## src/rtl/uart_fe_pkg.sv

```systemverilog
package uart_fe_pkg;

    localparam int unsigned FIFO_DEPTH = 32;
    localparam int unsigned BYTE_W     = 8;
    localparam int unsigned ADDR_W     = 6;
    localparam int unsigned DATA_W     = 32;
    localparam int unsigned WORD_W     = ADDR_W - 2;

    localparam logic [WORD_W-1:0] IDX_CTRL  = WORD_W'(3);
    localparam logic [WORD_W-1:0] IDX_STAT  = WORD_W'(4);
    localparam logic [WORD_W-1:0] IDX_RDAT  = WORD_W'(5);
    localparam logic [WORD_W-1:0] IDX_WDAT  = WORD_W'(6);
    localparam logic [WORD_W-1:0] IDX_FCTL  = WORD_W'(7);
    localparam logic [WORD_W-1:0] IDX_FSTAT = WORD_W'(8);

    typedef struct packed {
        logic [15:0] baud_inc;
        logic        parity_odd;
        logic        parity_en;
        logic        line_lb;
        logic        sys_lb;
        logic        filt_en;
        logic        rx_en;
        logic        tx_en;
    } fe_ctrl_t;

    typedef struct packed {
        logic [2:0] rx_wm;
        logic [1:0] tx_wm;
    } fe_wm_t;

endpackage

```

## src/rtl/uart_fe_byte_fifo.sv

```systemverilog
module uart_fe_byte_fifo #(
    parameter int unsigned DEPTH = 32,
    parameter int unsigned WIDTH = 8,
    localparam int unsigned PTR_W = $clog2(DEPTH),
    localparam int unsigned LVL_W = PTR_W + 1
) (
    input  logic             clk,
    input  logic             rst_n,
    input  logic             clr,
    input  logic             push,
    input  logic [WIDTH-1:0] wdata,
    input  logic             pop,
    output logic [WIDTH-1:0] rdata,
    output logic [LVL_W-1:0] level,
    output logic             full,
    output logic             empty
);

    typedef struct packed {
        logic [PTR_W-1:0] rd_ptr;
        logic [PTR_W-1:0] wr_ptr;
        logic [LVL_W-1:0] count;
    } fifo_state_t;

    fifo_state_t st_d, st_q;
    logic [WIDTH-1:0] mem_q [DEPTH];
    logic do_push, do_pop;

    function automatic logic [PTR_W-1:0] ptr_next(input logic [PTR_W-1:0] p);
        return (p == PTR_W'(DEPTH - 1)) ? '0 : p + 1'b1;
    endfunction

    assign full    = (st_q.count == LVL_W'(DEPTH));
    assign empty   = (st_q.count == '0);
    assign level   = st_q.count;
    assign do_push = push && !full && !clr;
    assign do_pop  = pop && !empty && !clr;
    assign rdata   = empty ? '0 : mem_q[st_q.rd_ptr];

    always_comb begin
        st_d = st_q;
        if (clr) begin
            st_d = '0;
        end else begin
            if (do_push) st_d.wr_ptr = ptr_next(st_q.wr_ptr);
            if (do_pop)  st_d.rd_ptr = ptr_next(st_q.rd_ptr);
            case ({do_push, do_pop})
                2'b10:   st_d.count = st_q.count + 1'b1;
                2'b01:   st_d.count = st_q.count - 1'b1;
                default: st_d.count = st_q.count;
            endcase
        end
    end

    always_ff @(posedge clk or negedge rst_n) begin
        if (!rst_n) st_q <= '0;
        else        st_q <= st_d;
    end

    always_ff @(posedge clk) begin
        if (do_push) mem_q[st_q.wr_ptr] <= wdata;
    end


    level_bound_chk: assert property (@(posedge clk) disable iff (!rst_n)
        level <= LVL_W'(DEPTH));


    full_push_hold_chk: assert property (@(posedge clk) disable iff (!rst_n)
        (full && push && !pop && !clr) |=> $stable(level));


    empty_pop_hold_chk: assert property (@(posedge clk) disable iff (!rst_n)
        (empty && pop && !push && !clr) |=> (level == '0));

endmodule

```

## src/rtl/uart_fe_cfg_regs.sv

```systemverilog
module uart_fe_cfg_regs
    import uart_fe_pkg::*;
(
    input  logic              clk,
    input  logic              rst_n,
    input  logic              ctrl_we,
    input  logic              fctl_we,
    input  logic [DATA_W-1:0] wdata,
    output fe_ctrl_t          ctrl,
    output fe_wm_t            wm
);

    typedef struct packed {
        fe_ctrl_t ctrl;
        fe_wm_t   wm;
    } cfg_state_t;

    cfg_state_t cfg_d, cfg_q;

    always_comb begin
        cfg_d = cfg_q;
        if (ctrl_we) begin
            cfg_d.ctrl.tx_en      = wdata[0];
            cfg_d.ctrl.rx_en      = wdata[1];
            cfg_d.ctrl.filt_en    = wdata[2];
            cfg_d.ctrl.sys_lb     = wdata[4];
            cfg_d.ctrl.line_lb    = wdata[5];
            cfg_d.ctrl.parity_en  = wdata[6];
            cfg_d.ctrl.parity_odd = wdata[7];
            cfg_d.ctrl.baud_inc   = wdata[31:16];
        end
        if (fctl_we) begin
            cfg_d.wm.rx_wm = wdata[4:2];
            cfg_d.wm.tx_wm = wdata[6:5];
        end
    end

    always_ff @(posedge clk or negedge rst_n) begin
        if (!rst_n) cfg_q <= '0;
        else        cfg_q <= cfg_d;
    end

    assign ctrl = cfg_q.ctrl;
    assign wm   = cfg_q.wm;


    ctrl_hold_chk: assert property (@(posedge clk) disable iff (!rst_n)
        !ctrl_we |=> $stable(ctrl));

endmodule

```

## src/rtl/uart_fifo_frontend.sv

```systemverilog
module uart_fifo_frontend
    import uart_fe_pkg::*;
(
    input  logic              clk,
    input  logic              rst_n,
    input  logic [ADDR_W-1:0] bus_addr,
    input  logic              bus_we,
    input  logic              bus_re,
    input  logic [DATA_W-1:0] bus_wdata,
    output logic [DATA_W-1:0] bus_rdata,
    output logic [BYTE_W-1:0] tx_data,
    output logic              tx_valid,
    input  logic              tx_ready,
    input  logic [BYTE_W-1:0] rx_data,
    input  logic              rx_valid,
    output logic              ovf_event,
    output logic [15:0]       cfg_baud_inc,
    output logic              cfg_parity_en,
    output logic              cfg_parity_odd,
    output logic              cfg_filt_en
);

    localparam int unsigned LVL_W = $clog2(FIFO_DEPTH) + 1;

    typedef struct packed {
        logic ovf;
    } top_state_t;

    fe_ctrl_t ctrl;
    fe_wm_t   wm;
    top_state_t top_d, top_q;

    logic [WORD_W-1:0] word;
    logic              aligned;
    logic              ctrl_we, fctl_we, wdat_wr, rdat_rd;
    logic              rx_clr, tx_clr, echo;
    logic              tx_push, tx_pop, rx_push, rx_from_bus, rx_from_line;
    logic [BYTE_W-1:0] tx_push_data, rx_push_data, rx_head;
    logic [LVL_W-1:0]  tx_level, rx_level;
    logic              tx_full, tx_empty, rx_full, rx_empty;
    logic [DATA_W-1:0] rd_word;

    assign word    = bus_addr[ADDR_W-1:2];
    assign aligned = (bus_addr[1:0] == 2'b00);
    assign ctrl_we = bus_we && aligned && (word == IDX_CTRL);
    assign fctl_we = bus_we && aligned && (word == IDX_FCTL);
    assign wdat_wr = bus_we && aligned && (word == IDX_WDAT);
    assign rdat_rd = bus_re && aligned && (word == IDX_RDAT);
    assign rx_clr  = fctl_we && bus_wdata[0];
    assign tx_clr  = fctl_we && bus_wdata[1];

    uart_fe_cfg_regs cfg_i (
        .clk     (clk),
        .rst_n   (rst_n),
        .ctrl_we (ctrl_we),
        .fctl_we (fctl_we),
        .wdata   (bus_wdata),
        .ctrl    (ctrl),
        .wm      (wm)
    );

    // Transmit side: the echoed line byte takes the queue slot over a bus write.
    assign echo         = rx_valid && ctrl.line_lb;
    assign tx_push      = echo || (wdat_wr && !ctrl.sys_lb);
    assign tx_push_data = echo ? rx_data : bus_wdata[BYTE_W-1:0];
    assign tx_valid     = !tx_empty && (ctrl.tx_en || ctrl.line_lb);
    assign tx_pop       = tx_valid && tx_ready;

    // Receive side: system loopback replaces the line as the only source.
    assign rx_from_bus  = wdat_wr && ctrl.sys_lb;
    assign rx_from_line = rx_valid && ctrl.rx_en && !ctrl.sys_lb;
    assign rx_push      = rx_from_bus || rx_from_line;
    assign rx_push_data = rx_from_bus ? bus_wdata[BYTE_W-1:0] : rx_data;

    uart_fe_byte_fifo #(.DEPTH(FIFO_DEPTH), .WIDTH(BYTE_W)) tx_fifo_i (
        .clk   (clk),
        .rst_n (rst_n),
        .clr   (tx_clr),
        .push  (tx_push),
        .wdata (tx_push_data),
        .pop   (tx_pop),
        .rdata (tx_data),
        .level (tx_level),
        .full  (tx_full),
        .empty (tx_empty)
    );

    uart_fe_byte_fifo #(.DEPTH(FIFO_DEPTH), .WIDTH(BYTE_W)) rx_fifo_i (
        .clk   (clk),
        .rst_n (rst_n),
        .clr   (rx_clr),
        .push  (rx_push),
        .wdata (rx_push_data),
        .pop   (rdat_rd),
        .rdata (rx_head),
        .level (rx_level),
        .full  (rx_full),
        .empty (rx_empty)
    );

    always_comb begin
        top_d     = top_q;
        top_d.ovf = rx_push && rx_full && !rx_clr;
    end

    always_ff @(posedge clk or negedge rst_n) begin
        if (!rst_n) top_q <= '0;
        else        top_q <= top_d;
    end

    assign ovf_event = top_q.ovf;

    always_comb begin
        rd_word = '0;
        if (aligned) begin
            case (word)
                IDX_CTRL:  rd_word = {ctrl.baud_inc, 8'h00, ctrl.parity_odd, ctrl.parity_en,
                                      ctrl.line_lb, ctrl.sys_lb, 1'b0, ctrl.filt_en,
                                      ctrl.rx_en, ctrl.tx_en};
                IDX_STAT:  rd_word = {26'd0, rx_empty, 1'b1, tx_empty, tx_empty, rx_full, tx_full};
                IDX_RDAT:  rd_word[BYTE_W-1:0] = rx_head;
                IDX_FCTL:  begin
                    rd_word[4:2] = wm.rx_wm;
                    rd_word[6:5] = wm.tx_wm;
                end
                IDX_FSTAT: begin
                    rd_word[LVL_W-1:0]  = tx_level;
                    rd_word[16+:LVL_W]  = rx_level;
                end
                default:   rd_word = '0;
            endcase
        end
    end

    assign bus_rdata      = bus_re ? rd_word : '0;
    assign cfg_baud_inc   = ctrl.baud_inc;
    assign cfg_parity_en  = ctrl.parity_en;
    assign cfg_parity_odd = ctrl.parity_odd;
    assign cfg_filt_en    = ctrl.filt_en;


    ovf_after_full_chk: assert property (@(posedge clk) disable iff (!rst_n)
        ovf_event |-> $past(rx_full));


    tx_hold_chk: assert property (@(posedge clk) disable iff (!rst_n)
        (tx_valid && !tx_ready && !tx_clr && !ctrl_we) |=> (tx_valid && $stable(tx_data)));


    sys_lb_tx_still_chk: assert property (@(posedge clk) disable iff (!rst_n)
        (wdat_wr && ctrl.sys_lb && !echo && !tx_pop && !tx_clr) |=> $stable(tx_level));


    rx_off_still_chk: assert property (@(posedge clk) disable iff (!rst_n)
        (rx_valid && !ctrl.rx_en && !wdat_wr && !rdat_rd && !rx_clr) |=> $stable(rx_level));

endmodule

```

## config.mk

```make
export PLATFORM = sky130hd
export DESIGN_NAME = uart_fifo_frontend
export DESIGN_NICKNAME = d
export VERILOG_FILES = /design/src/rtl/uart_fe_pkg.sv /design/src/rtl/uart_fe_byte_fifo.sv /design/src/rtl/uart_fe_cfg_regs.sv /design/src/rtl/uart_fifo_frontend.sv
export SDC_FILE = /design/constraint.sdc
export NUM_CORES = 1
export LEC_CHECK = 0
export BUFFER_PORTS_ARGS = -buffer_cell sky130_fd_sc_hd__buf_2
export CORE_ASPECT_RATIO = 1.1
export CORE_MARGIN = 4
export CORE_UTILIZATION = 40
export CTS_CLUSTER_DIAMETER = 60
export DETAILED_ROUTE_END_ITERATION = 16
export SLEW_MARGIN = 10
export SYNTH_ARGS = -nofsm -noshare
export SYNTH_HDL_FRONTEND = slang
export SYNTH_SLANG_ARGS = --single-unit
```

## constraint.sdc

```tcl
create_clock -name clk -period 5.6 [get_ports clk]
set_input_delay 1.4 -clock clk [delete_from_list [all_inputs] [get_ports clk]]
set_output_delay 1.4 -clock clk [all_outputs]
set_load 0.05 [all_outputs]
```

-- After elaboration in Yosys (flattened, before gate mapping)
Memories as Yosys holds them, arrays and structs flattened.
Cells that the tools add are included.
- memories: 2
- bits in registers: 61
- bits in writable memories: 512
- logic and storage cells: 115
- output and inout port bits: 61
- input bits: 52
- reduce and logical (&&, ||, !) cells: 44
- multiplexer cells: 28
- add/sub/neg operators: 8
- eq/ne operators: 16
- memory list (memory ; words ; width ; rd ports ; clocked after Yosys merged registers in ; write ports ; line ; source):
    rx_fifo_i.mem_q ; 32 ; 8 ; 1 ; 0 ; 1 ; uart_fe_byte_fifo.sv:26 ; logic [WIDTH-1:0] mem_q [DEPTH];
    tx_fifo_i.mem_q ; 32 ; 8 ; 1 ; 0 ; 1 ; uart_fe_byte_fifo.sv:26 ;
- operators with widths (operator ; number):
    $mux W32 ; 2
    $mux W5 ; 8
    $pmux W6 S2 ; 3
    $mux W16 ; 2
    $mux W8 ; 4
    $logic_and A1 B1 Y1 ; 25
    $add A5 B1 Y5 const B ; 4
    $eq A5 B5 Y1 const B ; 4
    $pmux W4 S5 ; 1
    $eq A4 B3 Y1 const B ; 4
    $add A6 B1 Y6 const B ; 2
    $eq A6 B6 Y1 const B ; 2
    $logic_not A6 Y1 ; 2
    $sub A6 B1 Y6 const B ; 2
    $mux W10 ; 1
    $pmux W2 S4 ; 1
    $reduce_bool A2 Y1 ; 4
    $logic_not A1 Y1 ; 7
    $reduce_bool A3 Y1 ; 2
    $eq A2 B1 Y1 const B ; 2
    $eq A2 B2 Y1 const B ; 2
    $eq A4 B2 Y1 const B ; 1
    $eq A4 B4 Y1 const B ; 1
    $mux W1 ; 4
    4 further kinds ; 6

-- Logic depth before layout (Yosys ltp)
- depth after elaboration: 10
- mapped depth: 14
- depth with buffers taken out: 12

-- Hierarchy
Synthesis repeated with hierarchy kept, for this count alone.
- cell total of the unflattened synthesis: 1267
- area, all modules: 24195.7 um2
- by module, submodules not included (module ; cells each ; seq. area each (um2) ; area an instance (um2) ; instances):
    uart_fe_byte_fifo ; 546 ; 8087.8 ; 11093.1 ; 2
    uart_fe_cfg_regs ; 58 ; 700.7 ; 1038.5 ; 1
    uart_fifo_frontend ; 117 ; 25.0 ; 970.9 ; 1

-- Least setup slack after synthesis
OpenSTA, ideal clock, no wires.
- path kind: input to output
- start point: input port bus_addr[2]
- end point: output port bus_rdata[3]
- stages: 5
- arrival time: 3.760 ns
- path slack: 0.440 ns
- buffers on the path: 1
- required time: 4.200 ns
- cells stage by stage: clkbuf_1 -> nor4_2 -> a222oi_1 -> o21a_1 -> a311oi_1
- longest elaborated chain between the ends: 4
- elaborated cells between the ends (all ways): 8
- those cells by class: eq/ne: 5; mux: 3
- RTL lines (element ; line ; source):
    from (decl) ; uart_fifo_frontend.sv:6 ; input logic [ADDR_W-1:0] bus_addr,
    $eq A4 B4 Y1 (tied with other cells) ; uart_fifo_frontend.sv:116 ; case (word)
    $pmux W4 S5 * ; uart_fifo_frontend.sv:116 ;
    $mux W32 * ; uart_fifo_frontend.sv:115 ; if (aligned) begin
    $mux W32 * ; uart_fifo_frontend.sv:135 ; assign bus_rdata = bus_re ? rd_word : '0;
    to (decl) ; uart_fifo_frontend.sv:10 ; output logic [DATA_W-1:0] bus_rdata,
Every way passes the cells marked *; elsewhere a longest branch is shown, timed or not.

-- Final worst setup path
- start point: register tx_fifo_i.st_q[13] (netlist name)
- end point: output port tx_data[1]
- longest elaborated chain between the ends: 2
- RTL lines (element ; line ; source):
    from (decl) ; uart_fe_byte_fifo.sv:25 ; fifo_state_t st_d, st_q;
    from (signal assigned) ; uart_fe_byte_fifo.sv:57 ; else st_q <= st_d;
    $mem_v2 Z32 W8 ; - ;
    $mux W8 ; uart_fe_byte_fifo.sv:38 ; assign rdata = empty ? '0 : mem_q[st_q.rd_ptr];
    to (decl) ; uart_fifo_frontend.sv:11 ; output logic [BYTE_W-1:0] tx_data,
No other way between the ends.

==> summary.md <==
| Metric | Value |
|---|---|
| Slew headroom | 36.1% |
| Layout cells sized above 1 | 23.5% |
| Number of global-route vias before repair | 13,200 |
| Initial Util | 40.3% |
| EDFF count, synth | 512 |
| Fin. max-slew vios | 0 |
| Reg2reg start | tx_fifo_i.level[0]$_DFFE_PN0P_ |
| Detailed Route WL | 56,400 microns |
| Reg2reg end | tx_fifo_i.level[5]$_DFFE_PN0P_ |
| Status | finished, final reports clean |
| Die Y | 265 microns |
| Cts repair resizes | 0 |
| Syn_area_per_cell | 16.8 sq um |
| Setup crit start | tx_fifo_i.st_q[13]$_DFFE_PN0P_ |
| Count of cell types in the netlist | 74 |
| GP Congestion | 0.834 |
| WP depth | 7 |
| Final hold viol count | 0 |
| Crit path capture type | output pin |
| CTS tree | yes |
| Worst EP required | 4200 ps |
| Final setup viols | 0 |
| Most common cell after layout, fill and taps aside | edfxtp_1 |
| Hold path cells | 1 |
| Hold path start | cfg_i.wm[2]$_DFFE_PN0N_ |
| Post-Syn Area | 24,100 sq um |
| RSZ-0062 raised after global routing | no |
| First-pass GRT wire length | 84,700 microns |
| Min Hold Slack | 509 ps |
| Area added between synthesis and finish | 13.2% |
| Sequential-to-total area share from yosys stat | 70.1% |
| Most frequent cells in the layout | edfxtp_1 (512), nor2_1 (141), mux4_2 (97) |
| Routed Antenna Nets | 0 |
| Die ar. | 64,200 sq um |
| Power per cell area | 424 nW/um^2 |
| VDD IR max | 0.000279 V |
| Worst r2r path cells | 12 |
| Root Buffer | clkbuf_16 |
| Worst min path class | reg -> reg |
| Overflow after GRT | 0 |
| Synth Register Bits | 573 |
| R2r setup slk | 2070 ps |
| Ys async rst share | 10.6% |
| Post-synth top flop | edfxtp_1 |
| Period utilization | 91.3% |
| Worst Hold Endpoint | cfg_i.wm[2]$_DFFE_PN0N_ |
| Post-route clock skew | 70.1 ps |
| Slowest cell delay on critical path | 820 ps |
| Via count of the routed design | 13,200 |
| Crit-path slowest cell | dfrtp_1 |
| Row cnt | 94 |
| Net Switching | 3.43 mW |
| CTS Sinks | 573 |
| Final TNS setup | 0 ps |
| Final min period | 5110 ps |
| Largest net degree at the start of global routing | 70 |
| Sw Share | 29.6% |
| Routed vias/inst | 5.66 |
| Fmax | 196 MHz |
| CTS Buf Count | 58 |
| GRT Overall Usage | 17.3% |
| Starting DRT DRC Count | 1,229 |
| Layout Nets | 1,591 |
| CTS H-tree depth | 2 |
| Hold buffers post-CTS | 0 |
| Leakage | 9.23 nW |
| Buf+Inv Stages, Crit Path | 2 |
| Sequential Power Share | 44.0% |
| Clock share of power | 35.2% |
| Largest delay share family, worst path | simple AND/OR/NAND/NOR gates |
| Crit start category | flop |
| Sequence of cells on the critical path | nand2_1 > buf_4 > o221ai_1 > nor2_1 > nor3_1 > a22o_1 > buf_2 |
| CP Class | reg -> out |
| Pint | 8.15 mW |
| Post CTS Setup Buffer Count | 0 |
| Max Root-Sink Buffers | 3 |
| Synth warn | 0 |
| I/O Buffers | 96 |
| Routed length per instance | 24.2 microns |
| Clock Latency Late Sink | 650 ps |
| DR pass1 iterations | 5 |
| Initial antenna violation count | 0 |
| Total core area | 59,700 sq um |
| Boundary Pins | 113 |
| Clk slew on worst S/H paths | 60 ps |
| Syn Inst Count | 1,432 |
| Chip Width | 242 microns |
| Least-Margin Pin Slew | 956 ps |
| Worst-path fanout max | 22 |
| Critical Path AT | 3710 ps |
| # DRC | 0 |
| Antenna diodes | 0 |
| Max-Cap Viols | 0 |
| Combinational fraction of design power | 20.8% |
| Detailed placement HPWL | 36,000 microns |
[layer usage]
| layer | up-vias | share of wire [%] | track usage [%] |
|---|---|---|---|
| met2 | 461 | 49 | 28.6 |
| met3 | 98 | 6.3 | 3.08 |
| met5 | - | 0 | 0 |
| met4 | 0 | 3.4 | 5.87 |
| met1 | 6815 | 41 | 23.3 |
| li1 | 5836 | - | - |
[sequential cells by signal (all words and copies together) (netlist names)]
name / cells
rx_fifo_i.mem_q: 256
rx_fifo_i.level: 6
tx_fifo_i.st_q: 10
cfg_i.wm: 5
tx_fifo_i.mem_q: 256
tx_fifo_i.level: 6
cfg_i.ctrl: 23
ovf_event: 1
rx_fifo_i.st_q: 10
[worst reg2reg max path: stages, from the launching register on]
cell	delay [ps]
dfrtp_1	480
or4_4	610
nand3b_1	260
nand2_2	250
nand2_1	90
nor2_1	330
ha_1	330
a211oi_1	310
o21bai_1	150
a21oi_1	170
a2bb2oi_1	220
xor2_1	170
nor2_1	50
[synth_stat cells (7+ instances only)]
library cell,n,share of area (%)
buf_1,8,0.12
buf_2,26,0.54
nor4_1,8,0.21
nor2_1,141,2.2
a211oi_1,7,0.22
mux2_2,48,2.2
nand2_1,59,0.92
mux2i_1,79,3.3
o221ai_1,16,0.58
o21ai_0,20,0.42
a22o_1,8,0.29
mux4_2,97,9.1
a22oi_1,14,0.44
nand3_1,21,0.44
o31ai_1,7,0.22
inv_1,18,0.28
clkbuf_1,35,0.55
a21oi_1,29,0.60
nand3b_1,11,0.34
edfxtp_1,512,64
dfrtp_1,61,6.3
and3_1,15,0.39
ha_1,19,0.99
nor3_1,16,0.33
o22ai_1,19,0.49
a31oi_1,12,0.31
buf_4,28,0.87
[cell families (layout without fill, tap and decap cells)]
family          Yosys count  in the layout  synth area share (%)
fa+ha+maj                20             20                  1.07
xor+xnor                  8              8                 0.322
other cells               1              8                0.0156
flops                   573            573                  70.1
simple gates            314            314                  6.18
compound gates          172            172                  5.10
mux                     227            227                  14.7
buf+inv                 117            244                  2.46
[worst max-delay path by stage]
| stage | to |
|---|---|
| floorplan | bus_rdata[3] |
| global placement | bus_rdata[3] |
| detailed placement | bus_rdata[3] |
| CTS | tx_data[1] |
| global route | tx_data[1] |
| finish | tx_data[1] |
[power groups by stage]
stage	registers (mW)	clock network, mW	logic [mW]
final	5.09	4.08	2.41
after global routing	5.12	4.34	2.58
after CTS	5.09	4.17	2.43
after detailed placement	5.18	0	2.42
after global placement	5.17	0	2.39
after floorplan	4.99	0	1.92
[per-stage QoR]
stage               power, mW  cell area [sq um]  worst slack [ps]  utilization, %  instances
floorplan                6.90              24100               440               -       1439
global placement         7.56              25300               970            42.3       2227
detailed placement       7.60              25300               921            42.3       2227
CTS                      11.7              27300               486            45.6       2334
global route             12.0              27300               221            45.7       2334
finish                   11.6              27300               485            45.7       2334
[final cells by class]
class	count	area [sq um]
Clock inverter	33	483
Fill cell	5108	32500
Tap cell	768	961
Multi-Input combinational cell	749	6640
Clock buffer	74	1530
Timing Repair Buffer	119	678
Sequential cell	573	16900
Inverter	18	67.6
Note: power is estimated with default switching activity, not from simulation.
